`src/rtl/cci_pkg.sv`:
```
package cci_pkg;
    localparam int NUM_SRC    = 3;
    localparam int ADDR_W     = 3;
    localparam int LVL1_CAUSE = 4;

    localparam logic [ADDR_W-1:0] ADR_COUNT = 3'd0;
    localparam logic [ADDR_W-1:0] ADR_PEND  = 3'd4;
    localparam logic [ADDR_W-1:0] ADR_CLR   = 3'd5;
    localparam logic [ADDR_W-1:0] ADR_EN    = 3'd6;

    // pending bit owned by each comparator
    function automatic int src_bit(input int idx);
        case (idx)
            0:       return 6;
            1:       return 10;
            default: return 13;
        endcase
    endfunction

    // priority level of each comparator
    function automatic int src_lvl(input int idx);
        case (idx)
            0:       return 1;
            1:       return 3;
            default: return 5;
        endcase
    endfunction

    function automatic logic [ADDR_W-1:0] cmp_addr(input int idx);
        return ADDR_W'(idx + 1);
    endfunction
endpackage

```
`src/rtl/cci_counter.sv`:
```
module cci_counter #(
    parameter int W = 32
) (
    input  logic         clk,
    input  logic         rst_n,
    input  logic         ld,
    input  logic [W-1:0] ld_val,
    output logic [W-1:0] cnt
);
    logic [W-1:0] cnt_d, cnt_q;

    always_comb begin
        cnt_d = ld ? ld_val : cnt_q + W'(1);
    end

    always_ff @(posedge clk or negedge rst_n) begin
        if (!rst_n) cnt_q <= '0;
        else        cnt_q <= cnt_d;
    end

    assign cnt = cnt_q;

    // free-running step of one
    p_cnt_step_r1: assert property (@(posedge clk) disable iff (!rst_n)
        !ld |=> cnt_q == $past(cnt_q) + W'(1));

    // load takes the written value
    p_cnt_load_r1: assert property (@(posedge clk) disable iff (!rst_n)
        ld |=> cnt_q == $past(ld_val));
endmodule

```
`src/rtl/cci_cmp_unit.sv`:
```
module cci_cmp_unit #(
    parameter int W = 32
) (
    input  logic         clk,
    input  logic         rst_n,
    input  logic         wr,
    input  logic [W-1:0] wdata,
    input  logic [W-1:0] cnt,
    output logic [W-1:0] cmp_val,
    output logic         match
);
    logic [W-1:0] cmp_d, cmp_q;

    always_comb begin
        cmp_d = wr ? wdata : cmp_q;
    end

    always_ff @(posedge clk or negedge rst_n) begin
        if (!rst_n) cmp_q <= '0;
        else        cmp_q <= cmp_d;
    end

    assign cmp_val = cmp_q;
    assign match   = (cnt == cmp_q);

    // written compare value is retained
    p_cmp_load_r4: assert property (@(posedge clk) disable iff (!rst_n)
        wr |=> cmp_val == $past(wdata));
endmodule

```
`src/rtl/cci_lvl_pick.sv`:
```
module cci_lvl_pick
    import cci_pkg::*;
#(
    parameter int NUM   = 3,
    parameter int LVL_W = 3
) (
    input  logic [NUM-1:0]   active,
    input  logic [LVL_W-1:0] eff_lvl,
    output logic             hit,
    output logic [LVL_W-1:0] best_lvl
);
    always_comb begin
        best_lvl = '0;
        for (int i = 0; i < NUM; i++) begin
            if (active[i] && (LVL_W'(src_lvl(i)) > best_lvl)) begin
                best_lvl = LVL_W'(src_lvl(i));
            end
        end
        hit = best_lvl > eff_lvl;
    end
endmodule

```
`src/rtl/cci_timer_irq.sv`:
```
module cci_timer_irq
    import cci_pkg::*;
#(
    parameter int CNT_W   = 32,
    parameter int LVL_W   = 3,
    parameter int CAUSE_W = 6
) (
    input  logic               clk,
    input  logic               rst_n,
    input  logic [ADDR_W-1:0]  reg_addr,
    input  logic               reg_wr,
    input  logic [CNT_W-1:0]   reg_wdata,
    output logic [CNT_W-1:0]   reg_rdata,
    input  logic [LVL_W-1:0]   cur_level,
    input  logic               wait_req,
    input  logic [LVL_W-1:0]   wait_level,
    output logic               irq_valid,
    output logic [LVL_W-1:0]   irq_level,
    output logic [CAUSE_W-1:0] irq_cause,
    output logic               waiting,
    output logic               wake
);
    localparam int PEND_W = CNT_W;

    typedef struct packed {
        logic [PEND_W-1:0]  pend;
        logic [PEND_W-1:0]  en;
        logic               waiting;
        logic [LVL_W-1:0]   wlvl;
        logic               wake;
        logic               irq_v;
        logic [LVL_W-1:0]   irq_l;
        logic [CAUSE_W-1:0] cause;
    } state_t;

    state_t st_d, st_q;

    logic [CNT_W-1:0]   cnt;
    logic [CNT_W-1:0]   cmp_val [NUM_SRC];
    logic [NUM_SRC-1:0] match, cmp_wr, active;
    logic               cnt_ld, clr_wr, en_wr, hit;
    logic [LVL_W-1:0]   eff_lvl, best_lvl;

    assign cnt_ld = reg_wr && (reg_addr == ADR_COUNT);
    assign clr_wr = reg_wr && (reg_addr == ADR_CLR);
    assign en_wr  = reg_wr && (reg_addr == ADR_EN);

    cci_counter #(.W(CNT_W)) u_cnt (
        .clk    (clk),
        .rst_n  (rst_n),
        .ld     (cnt_ld),
        .ld_val (reg_wdata),
        .cnt    (cnt)
    );

    for (genvar i = 0; i < NUM_SRC; i++) begin : g_src
        localparam int SB = src_bit(i);

        assign cmp_wr[i] = reg_wr && (reg_addr == cmp_addr(i));

        cci_cmp_unit #(.W(CNT_W)) u_cmp (
            .clk     (clk),
            .rst_n   (rst_n),
            .wr      (cmp_wr[i]),
            .wdata   (reg_wdata),
            .cnt     (cnt),
            .cmp_val (cmp_val[i]),
            .match   (match[i])
        );

        assign active[i] = st_q.pend[SB] & st_q.en[SB];

        // an equality match lands in this source's pending bit
        p_match_sets_r2: assert property (@(posedge clk) disable iff (!rst_n)
            (match[i] && !cmp_wr[i]) |=> st_q.pend[SB]);

        // rewriting the compare value drops the pending bit
        p_cmpwr_clears_r4: assert property (@(posedge clk) disable iff (!rst_n)
            cmp_wr[i] |=> !st_q.pend[SB]);
    end

    assign eff_lvl = st_q.waiting ? st_q.wlvl : cur_level;

    cci_lvl_pick #(.NUM(NUM_SRC), .LVL_W(LVL_W)) u_pick (
        .active   (active),
        .eff_lvl  (eff_lvl),
        .hit      (hit),
        .best_lvl (best_lvl)
    );

    always_comb begin
        st_d = st_q;
        // pending: clear first, then matches, then compare writes win
        if (clr_wr) st_d.pend = st_q.pend & ~reg_wdata;
        for (int i = 0; i < NUM_SRC; i++) begin
            if (match[i]) st_d.pend[src_bit(i)] = 1'b1;
        end
        for (int i = 0; i < NUM_SRC; i++) begin
            if (cmp_wr[i]) st_d.pend[src_bit(i)] = 1'b0;
        end
        if (en_wr) st_d.en = reg_wdata;
        // request
        st_d.irq_v = hit;
        st_d.irq_l = hit ? best_lvl : '0;
        st_d.cause = (hit && best_lvl == LVL_W'(1)) ? CAUSE_W'(LVL1_CAUSE) : '0;
        // wait handling
        st_d.wake = st_q.waiting && hit;
        if (st_q.waiting && hit) begin
            st_d.waiting = 1'b0;
        end else if (!st_q.waiting && wait_req) begin
            st_d.waiting = 1'b1;
            st_d.wlvl    = wait_level;
        end
    end

    always_ff @(posedge clk or negedge rst_n) begin
        if (!rst_n) st_q <= '0;
        else        st_q <= st_d;
    end

    always_comb begin
        reg_rdata = '0;
        case (reg_addr)
            ADR_COUNT: reg_rdata = cnt;
            ADR_PEND:  reg_rdata = st_q.pend;
            ADR_EN:    reg_rdata = st_q.en;
            default: begin
                for (int i = 0; i < NUM_SRC; i++) begin
                    if (reg_addr == cmp_addr(i)) reg_rdata = cmp_val[i];
                end
            end
        endcase
    end

    assign irq_valid = st_q.irq_v;
    assign irq_level = st_q.irq_l;
    assign irq_cause = st_q.cause;
    assign waiting   = st_q.waiting;
    assign wake      = st_q.wake;

    // without a clear or compare write no pending bit falls
    p_pend_hold_r3: assert property (@(posedge clk) disable iff (!rst_n)
        (!clr_wr && (cmp_wr == '0)) |=> (($past(st_q.pend) & ~st_q.pend) == '0));

    // a request needs an enabled pending source above the effective level
    p_req_gate_r5: assert property (@(posedge clk) disable iff (!rst_n)
        (active == '0) |=> !irq_valid);

    p_req_above_r5: assert property (@(posedge clk) disable iff (!rst_n)
        (best_lvl <= eff_lvl) |=> !irq_valid);

    // level-1 requests carry cause 4, idle output reads level 0
    p_cause_lvl1_r6: assert property (@(posedge clk) disable iff (!rst_n)
        (irq_valid && irq_level == LVL_W'(1)) |-> irq_cause == CAUSE_W'(LVL1_CAUSE));

    p_idle_lvl_r6: assert property (@(posedge clk) disable iff (!rst_n)
        !irq_valid |-> (irq_level == '0 && irq_cause == '0));

    // wake ends the wait and lasts one cycle
    p_wake_r8: assert property (@(posedge clk) disable iff (!rst_n)
        wake |-> (!waiting && $past(waiting)));

    p_wake_pulse_r8: assert property (@(posedge clk) disable iff (!rst_n)
        wake |=> !wake);

    // only configured levels appear
    always @(posedge clk) begin
        if (rst_n) begin
            p_lvl_legal_r6: assert (irq_level == 3'd0 || irq_level == 3'd1 ||
                                    irq_level == 3'd3 || irq_level == 3'd5)
                else $error("illegal request level %0d", irq_level);
        end
    end
endmodule

```
`config.mk`:
```
export PLATFORM = sky130hd
export DESIGN_NAME = cci_timer_irq
export DESIGN_NICKNAME = d
export VERILOG_FILES = /design/src/rtl/cci_pkg.sv /design/src/rtl/cci_counter.sv /design/src/rtl/cci_cmp_unit.sv /design/src/rtl/cci_lvl_pick.sv /design/src/rtl/cci_timer_irq.sv
export SDC_FILE = /design/constraint.sdc
export NUM_CORES = 1
export LEC_CHECK = 0
export BUFFER_PORTS_ARGS = -buffer_cell sky130_fd_sc_hd__buf_2
export CORE_MARGIN = 2
export CORE_UTILIZATION = 35
export CTS_CLUSTER_DIAMETER = 60
export CTS_CLUSTER_SIZE = 16
export DETAILED_ROUTE_END_ITERATION = 10
export PLACE_DENSITY = 0.51
export SYNTH_ARGS = -nofsm -noshare
export SYNTH_HDL_FRONTEND = slang
export SYNTH_SLANG_ARGS = --single-unit
```
`constraint.sdc`:
```
create_clock -name clk -period 1.8 [get_ports clk]
set_input_delay 0.18 -clock clk [delete_from_list [all_inputs] [get_ports clk]]
set_output_delay 0.18 -clock clk [all_outputs]
set_load 0.02 [all_outputs]
```
# Yosys cells after proc, flatten, opt, wreduce, memory -nomap -nowiden
# Index checks and enable logic that the tools add are counted.
# word_totals
reg_bits,204
inputBits,45
wordCells,112
# op_classes
add_sub_neg,1
order_cmp,15
eq_ne,10
mux,38
bitwise,15
reduce_logical,21
# ops
cell,n
2-to-1 mux 32 bit,17
>= comparator 32 x 1 -> 1 bit (second input constant),6
< comparator 32 x 7 -> 1 bit (second input constant),6
AND 32 bit,4
inverter 32 bit,4
== test 32 bit,3
bitwise OR 32 bit,3
case mux 32 bit (3 select lines),1
adder 32 x 1 -> 32 bit (second input constant),1
demux 1 bit (select 5 bit),6
logical AND 1 bit,17
2-to-1 mux 3 bit,5
== test 3 bit (second input constant),3
2-to-1 mux 1 bit,8
== test 3 x 1 -> 1 bit (second input constant),2
== test 3 x 2 -> 1 bit (second input constant),2
2-to-1 mux 4 bit,1
AND 1 bit,3
> comparator 2 x 3 -> 1 bit (first input constant),1
> comparator 3 bit,1
> comparator 3 bit (first input constant),1
logical NOT 3 bit,1
AND reduction 2 bit,1
nonzero test 2 bit,1
other kinds (2),2

# Logic depth before layout (Yosys ltp)
# logic_depth
ltp_word,18
mapped_depth,11
ltp_nobuf,11

# Cells and area by module
# Synthesis repeated with hierarchy kept, for this count alone.
# hier_totals
cells_unflattened,925
hier_area_um2,10989.3
# modules_own_cells
mod,n_inst,cells_per_inst,area_per_inst_um2,seq_area_each_um2
cci_cmp_unit,3,111,1535.2,800.8
cci_timer_irq,1,374,4499.3,1851.8
cci_counter,1,205,1793.0,800.8
cci_lvl_pick,1,13,91.3,0.0

# Worst setup path after synthesis
# Ideal clock, no wire load.
# synth_timing
path_type,reg-to-reg
startpoint,"register st_q, in the netlist waiting"
endpoint,"register st_q, in the netlist waiting"
arrival_time_ns,1.842
required_ns,1.729
slack_ns,-0.113
stages_incl_launch_ff,11
synth_period_minus_slack_ns,1.913
cell_sequence,dfrtp_1 -> clkbuf_1 -> mux2i_1 -> ha_1 -> nor2b_1 -> o21ai_0 -> nand2_1 -> nand2_1 -> inv_1 -> and2_1 -> nor2_1
# synth_lines
item,line,text
"start, declared",cci_timer_irq.sv:36,"state_t st_d, st_q;"
"start signal, assigned",cci_timer_irq.sv:118,else st_q <= st_d;

# Final worst setup path
# layout_timing
startpoint,register u_cnt.cnt_q[26] (netlist: u_cnt.cnt[26])
endpoint,output reg_rdata[26]
# layout_between
elab_chain_cells,1
# layout_lines
item,line,text
"start, declared",cci_counter.sv:10,"logic [W-1:0] cnt_d, cnt_q;"
"start signal, assigned",cci_counter.sv:18,else cnt_q <= cnt_d;
case mux 32 bit (3 select lines),cci_timer_irq.sv:123,case (reg_addr)
"end, declared",cci_timer_irq.sv:13,"output logic [CNT_W-1:0] reg_rdata,"
# No other way between the ends.

==> metrics.md <==
| Metric | Value |
|---|---|
| Run status | complete, but fails checks |
| Failing checks | negative setup slack |
| Startpoint-to-endpoint class of the critical path | flop to output port |
| Filler cell count | slightly below 3000 |
| Share of the synthesized netlist area taken by xor and xnor gates | 9.98% |
| Pwr Total | around 17000 µW |
| Global-route congestion overflow total | 0 |
| Arrival @ worst endpoint | approximately 1800 ps |
| Die extent in x | between 150 and 200 µm |
| Max-capacitance violation count | 0 |
| Count of endpoints failing hold in the final timing report | 0 |
| Sort of element at the start of the critical path | flop |
| Post-synthesis compound-gate area fraction | between 10% and 20% |
| Post-synthesis sequential area ratio | 45.7% |
| Port Buf Inserts | just over 80 |
| Dominant combinational cell family by area after synthesis | multiplexers |
| Nature of the critical path endpoint | output port |
| First-pass GRT wire length | ~52000 µm |
| Via density | ~5.3 |
| Count of antenna-violating nets left after detailed routing | 0 |
| Routed wirelength normalized by instance count | ~22 µm |
| Remaining DRCs | 0 |
| Fmax | ~500 MHz |
| Minimum period implied by the final worst setup slack | approximately 2000 ps |
| Number of antenna repair diodes | 0 |
| Setup violation total in the final timing report | 33 |
| Via count of the first global-routing pass | around 8600 |
| DR iter-0 viols | around 460 |
| First-pass iteration count of the detailed router | 4 |
| Root buf cell | sky130_fd_sc_hd__clkbuf_16 |
| Top library cells by usage in the layout, fill and taps aside | sky130_fd_sc_hd__dfrtp_1, sky130_fd_sc_hd__mux2_2, sky130_fd_sc_hd__buf_4 |
| Area of the mapped netlist | approximately 11000 µm² |
| Global-route usage over all layers | approximately 20% |
| Worst Clk Skew | 15.7 ps |
| Worst skew pair latency | around 530 ps |
| Number of buffers inserted during clock tree synthesis | 25 |
| Most common library cell in the layout ignoring fill and taps | sky130_fd_sc_hd__dfrtp_1 |
| Post-synth EDFFs | 0 |
| Pwr per Cell Area | 1200 nW/µm² |
| Proportion of register bits with asynchronous set or reset after synthesis | 100% |
| Number of warnings printed during yosys synthesis | 0 |
| Ports placed on the boundary | slightly below 90 |
| Maximum number of pins on one net before global-route repair | 48 |
| Mux share of post-synthesis cell area | between 10% and 20% |
| Floorplan die area | ~33000 µm² |
| Final count of pins violating max slew | 0 |
| Post-route fraction of the period consumed by the critical path | 111% |
| Avg Inst Size Synth | roughly 11 µm² |
| Setup repair after global routing missed its margin | true |
| Antenna violations before repair | 0 |
| Clock tree from TritonCTS | yes |
| Crit Path Max Fanout | 2 |
| Share of post-route cells with drive strength above 1 | between 40% and 50% |
| Number of H-tree branching levels | 1 |
| Distinct cell type count after synthesis | 51 |
| Setup slack after layout | -194 ps |
| Prevailing post-synth register cell | sky130_fd_sc_hd__dfrtp_1 |
| Clock transition at path regs | ~70 ps |
| Flip-flop and latch count after synthesis | between 200 and 250 |
| Die Span Y | 182 µm |
| Total vias in the final route | around 8400 |
| Total detailed-routing wirelength | approximately 34000 µm |
| Worst slack on hold paths | around 39 ps |
| Synth Area in Adders | less than 1% |
| Placeable core area | 31300 µm² |
| Path class of the lowest-slack min-delay path | input port to flop |
| Simple-gate area share of the yosys netlist | under 10% |
| Initial standard-cell utilization of the core | about a third |
| Required time of the critical path | around 1600 ps |
| Final weighted congestion of routability-driven global placement | between 0.8 and 0.9 |
| Clock tree sinks | around 200 |
| Number of placement rows | 65 |
| Detailed placer's ending HPWL | about 23000 µm |
| Leakage power of the design | around 0.0061 µW |
| Clock Path Buffers | 3 |
| Peak supply drop | between 0.8 and 0.9 mV |
| Number of cells produced by synthesis | between 900 and 1000 |
| Number of nets in the final layout | 1210 |
| Post-synthesis to final-layout area growth | 31.6% |
==> per-layer routing <==
metal  part of all wire, %  GRT usage [%]
met1                    48           29.5
met2                    46           32.9
met3                   3.5           2.37
met4                   2.2           5.33
met5                     0              0
==> final timing paths <==
| check | slack [ps] | endpoint | start | depth (start not counted) |
|---|---|---|---|---|
| max | -190 | reg_rdata[26] | u_cnt.cnt[26]$_DFF_PN0_ | 6 |
| min | 40 | g_src[0].u_cmp.cmp_val[6]$_DFFE_PN0N_ | reg_wdata[6] | 2 |
| max reg2reg | -30 | st_q[60]$_DFFE_PN0P_ | u_cnt.cnt[5]$_DFF_PN0_ | 6 |
| min reg2reg | 510 | st_q[29]$_DFFE_PN0P_ | st_q[29]$_DFFE_PN0P_ | 1 |
| max in group asynchronous | 970 | u_cnt.cnt[30]$_DFF_PN0_ | rst_n | 3 |
| min in group asynchronous | 140 | st_q[13]$_DFFE_PN0P_ | rst_n | 2 |
==> final cells by class <==
cell class / instances / area [µm²] / area share (%)
inverter: 5 / 18.8 / 0.129
clock inverter: 19 / 198 / 1.36
sequential: 202 / 5090 / 35.0
clock buffer: 26 / 639 / 4.39
tap: 402 / 503 / 3.46
timing repair buffer: 250 / 2230 / 15.3
multi-input combinational: 677 / 5870 / 40.3
==> stage by stage <==
step / setup TNS, ps / instances / cell area (µm²) / setup WS [ps] / util, %
after global placement: -80.2 / 1455 / 12300 / -80.2 / 39.2
after detailed placement: -46.9 / 1455 / 12300 / -46.9 / 39.2
after floorplan: 0 / 987 / 11100 / 27.6 / -
after global routing: -6330 / 1581 / 14600 / -267 / 46.5
after CTS: -4850 / 1573 / 14100 / -196 / 45.0
final: -4030 / 1581 / 14600 / -194 / 46.5
==> critical path, cell delays in order (launching register included) <==
cell	delay, ps
sky130_fd_sc_hd__dfrtp_1	400
sky130_fd_sc_hd__buf_6	130
sky130_fd_sc_hd__mux2_2	260
sky130_fd_sc_hd__o221ai_2	120
sky130_fd_sc_hd__o31a_1	150
sky130_fd_sc_hd__a21oi_1	50
sky130_fd_sc_hd__buf_4	170
==> flip-flops by register name (all words and copies together) (netlist names) <==
signal,flops
irq_valid,1
irq_cause,1
wake,1
irq_level,3
g_src.u_cmp.cmp_val,96
waiting,1
u_cnt.cnt,32
st_q,67
==> where the power goes <==
part / switching, µW / internal, µW
combinational: 2910 / 3050
sequential: 842 / 5480
clock: 2300 / 2840
total: 6050 / 11400
==> cells in the mapped netlist, types with 5 or more instances <==
master / number / share of area (%)
sky130_fd_sc_hd__a21boi_0: 29 / 2.0
sky130_fd_sc_hd__a21oi_1: 33 / 1.5
sky130_fd_sc_hd__buf_2: 31 / 1.4
sky130_fd_sc_hd__buf_4: 14 / 0.95
sky130_fd_sc_hd__buf_6: 10 / 1.0
sky130_fd_sc_hd__clkbuf_1: 35 / 1.2
sky130_fd_sc_hd__clkbuf_8: 8 / 1.0
sky130_fd_sc_hd__dfrtp_1: 202 / 46
sky130_fd_sc_hd__mux2_2: 164 / 17
sky130_fd_sc_hd__nand2_1: 52 / 1.8
sky130_fd_sc_hd__nand3_1: 17 / 0.77
sky130_fd_sc_hd__nand4_1: 25 / 1.4
sky130_fd_sc_hd__nor2_1: 43 / 1.5
sky130_fd_sc_hd__nor3_1: 5 / 0.23
sky130_fd_sc_hd__nor4_1: 13 / 0.74
sky130_fd_sc_hd__o21ai_0: 24 / 1.1
sky130_fd_sc_hd__o21ai_1: 9 / 0.41
sky130_fd_sc_hd__o221ai_1: 32 / 2.5
sky130_fd_sc_hd__o22ai_1: 32 / 1.8
sky130_fd_sc_hd__o31a_1: 32 / 2.5
sky130_fd_sc_hd__xnor2_1: 72 / 5.7
sky130_fd_sc_hd__xor2_1: 54 / 4.3
==> logic make-up (layout without fill, tap and decap cells) <==
kind of cell	after synthesis	count (layout)
xor gates and xnor gates	126	126
other	1	5
buffers and inverters	108	300
DFF	202	202
adders and majority gates	4	4
and+or+nand+nor	182	182
AOI/OAI and AO/OA	194	194
muxes	166	166
==> what timing repair did <==
action / 4_1_cts / 5_1_grt
endpoints found under the hold margin: 327 / 0
buffers inserted: 41 / 10
hold buffers: 36 / 0
pin swaps: 19 / 28
gates resized for setup: 101 / 87
endpoints found under the setup margin: 34 / 56
cloned: 0 / 1
No activity file was read; power rests on OpenSTA's default activity.
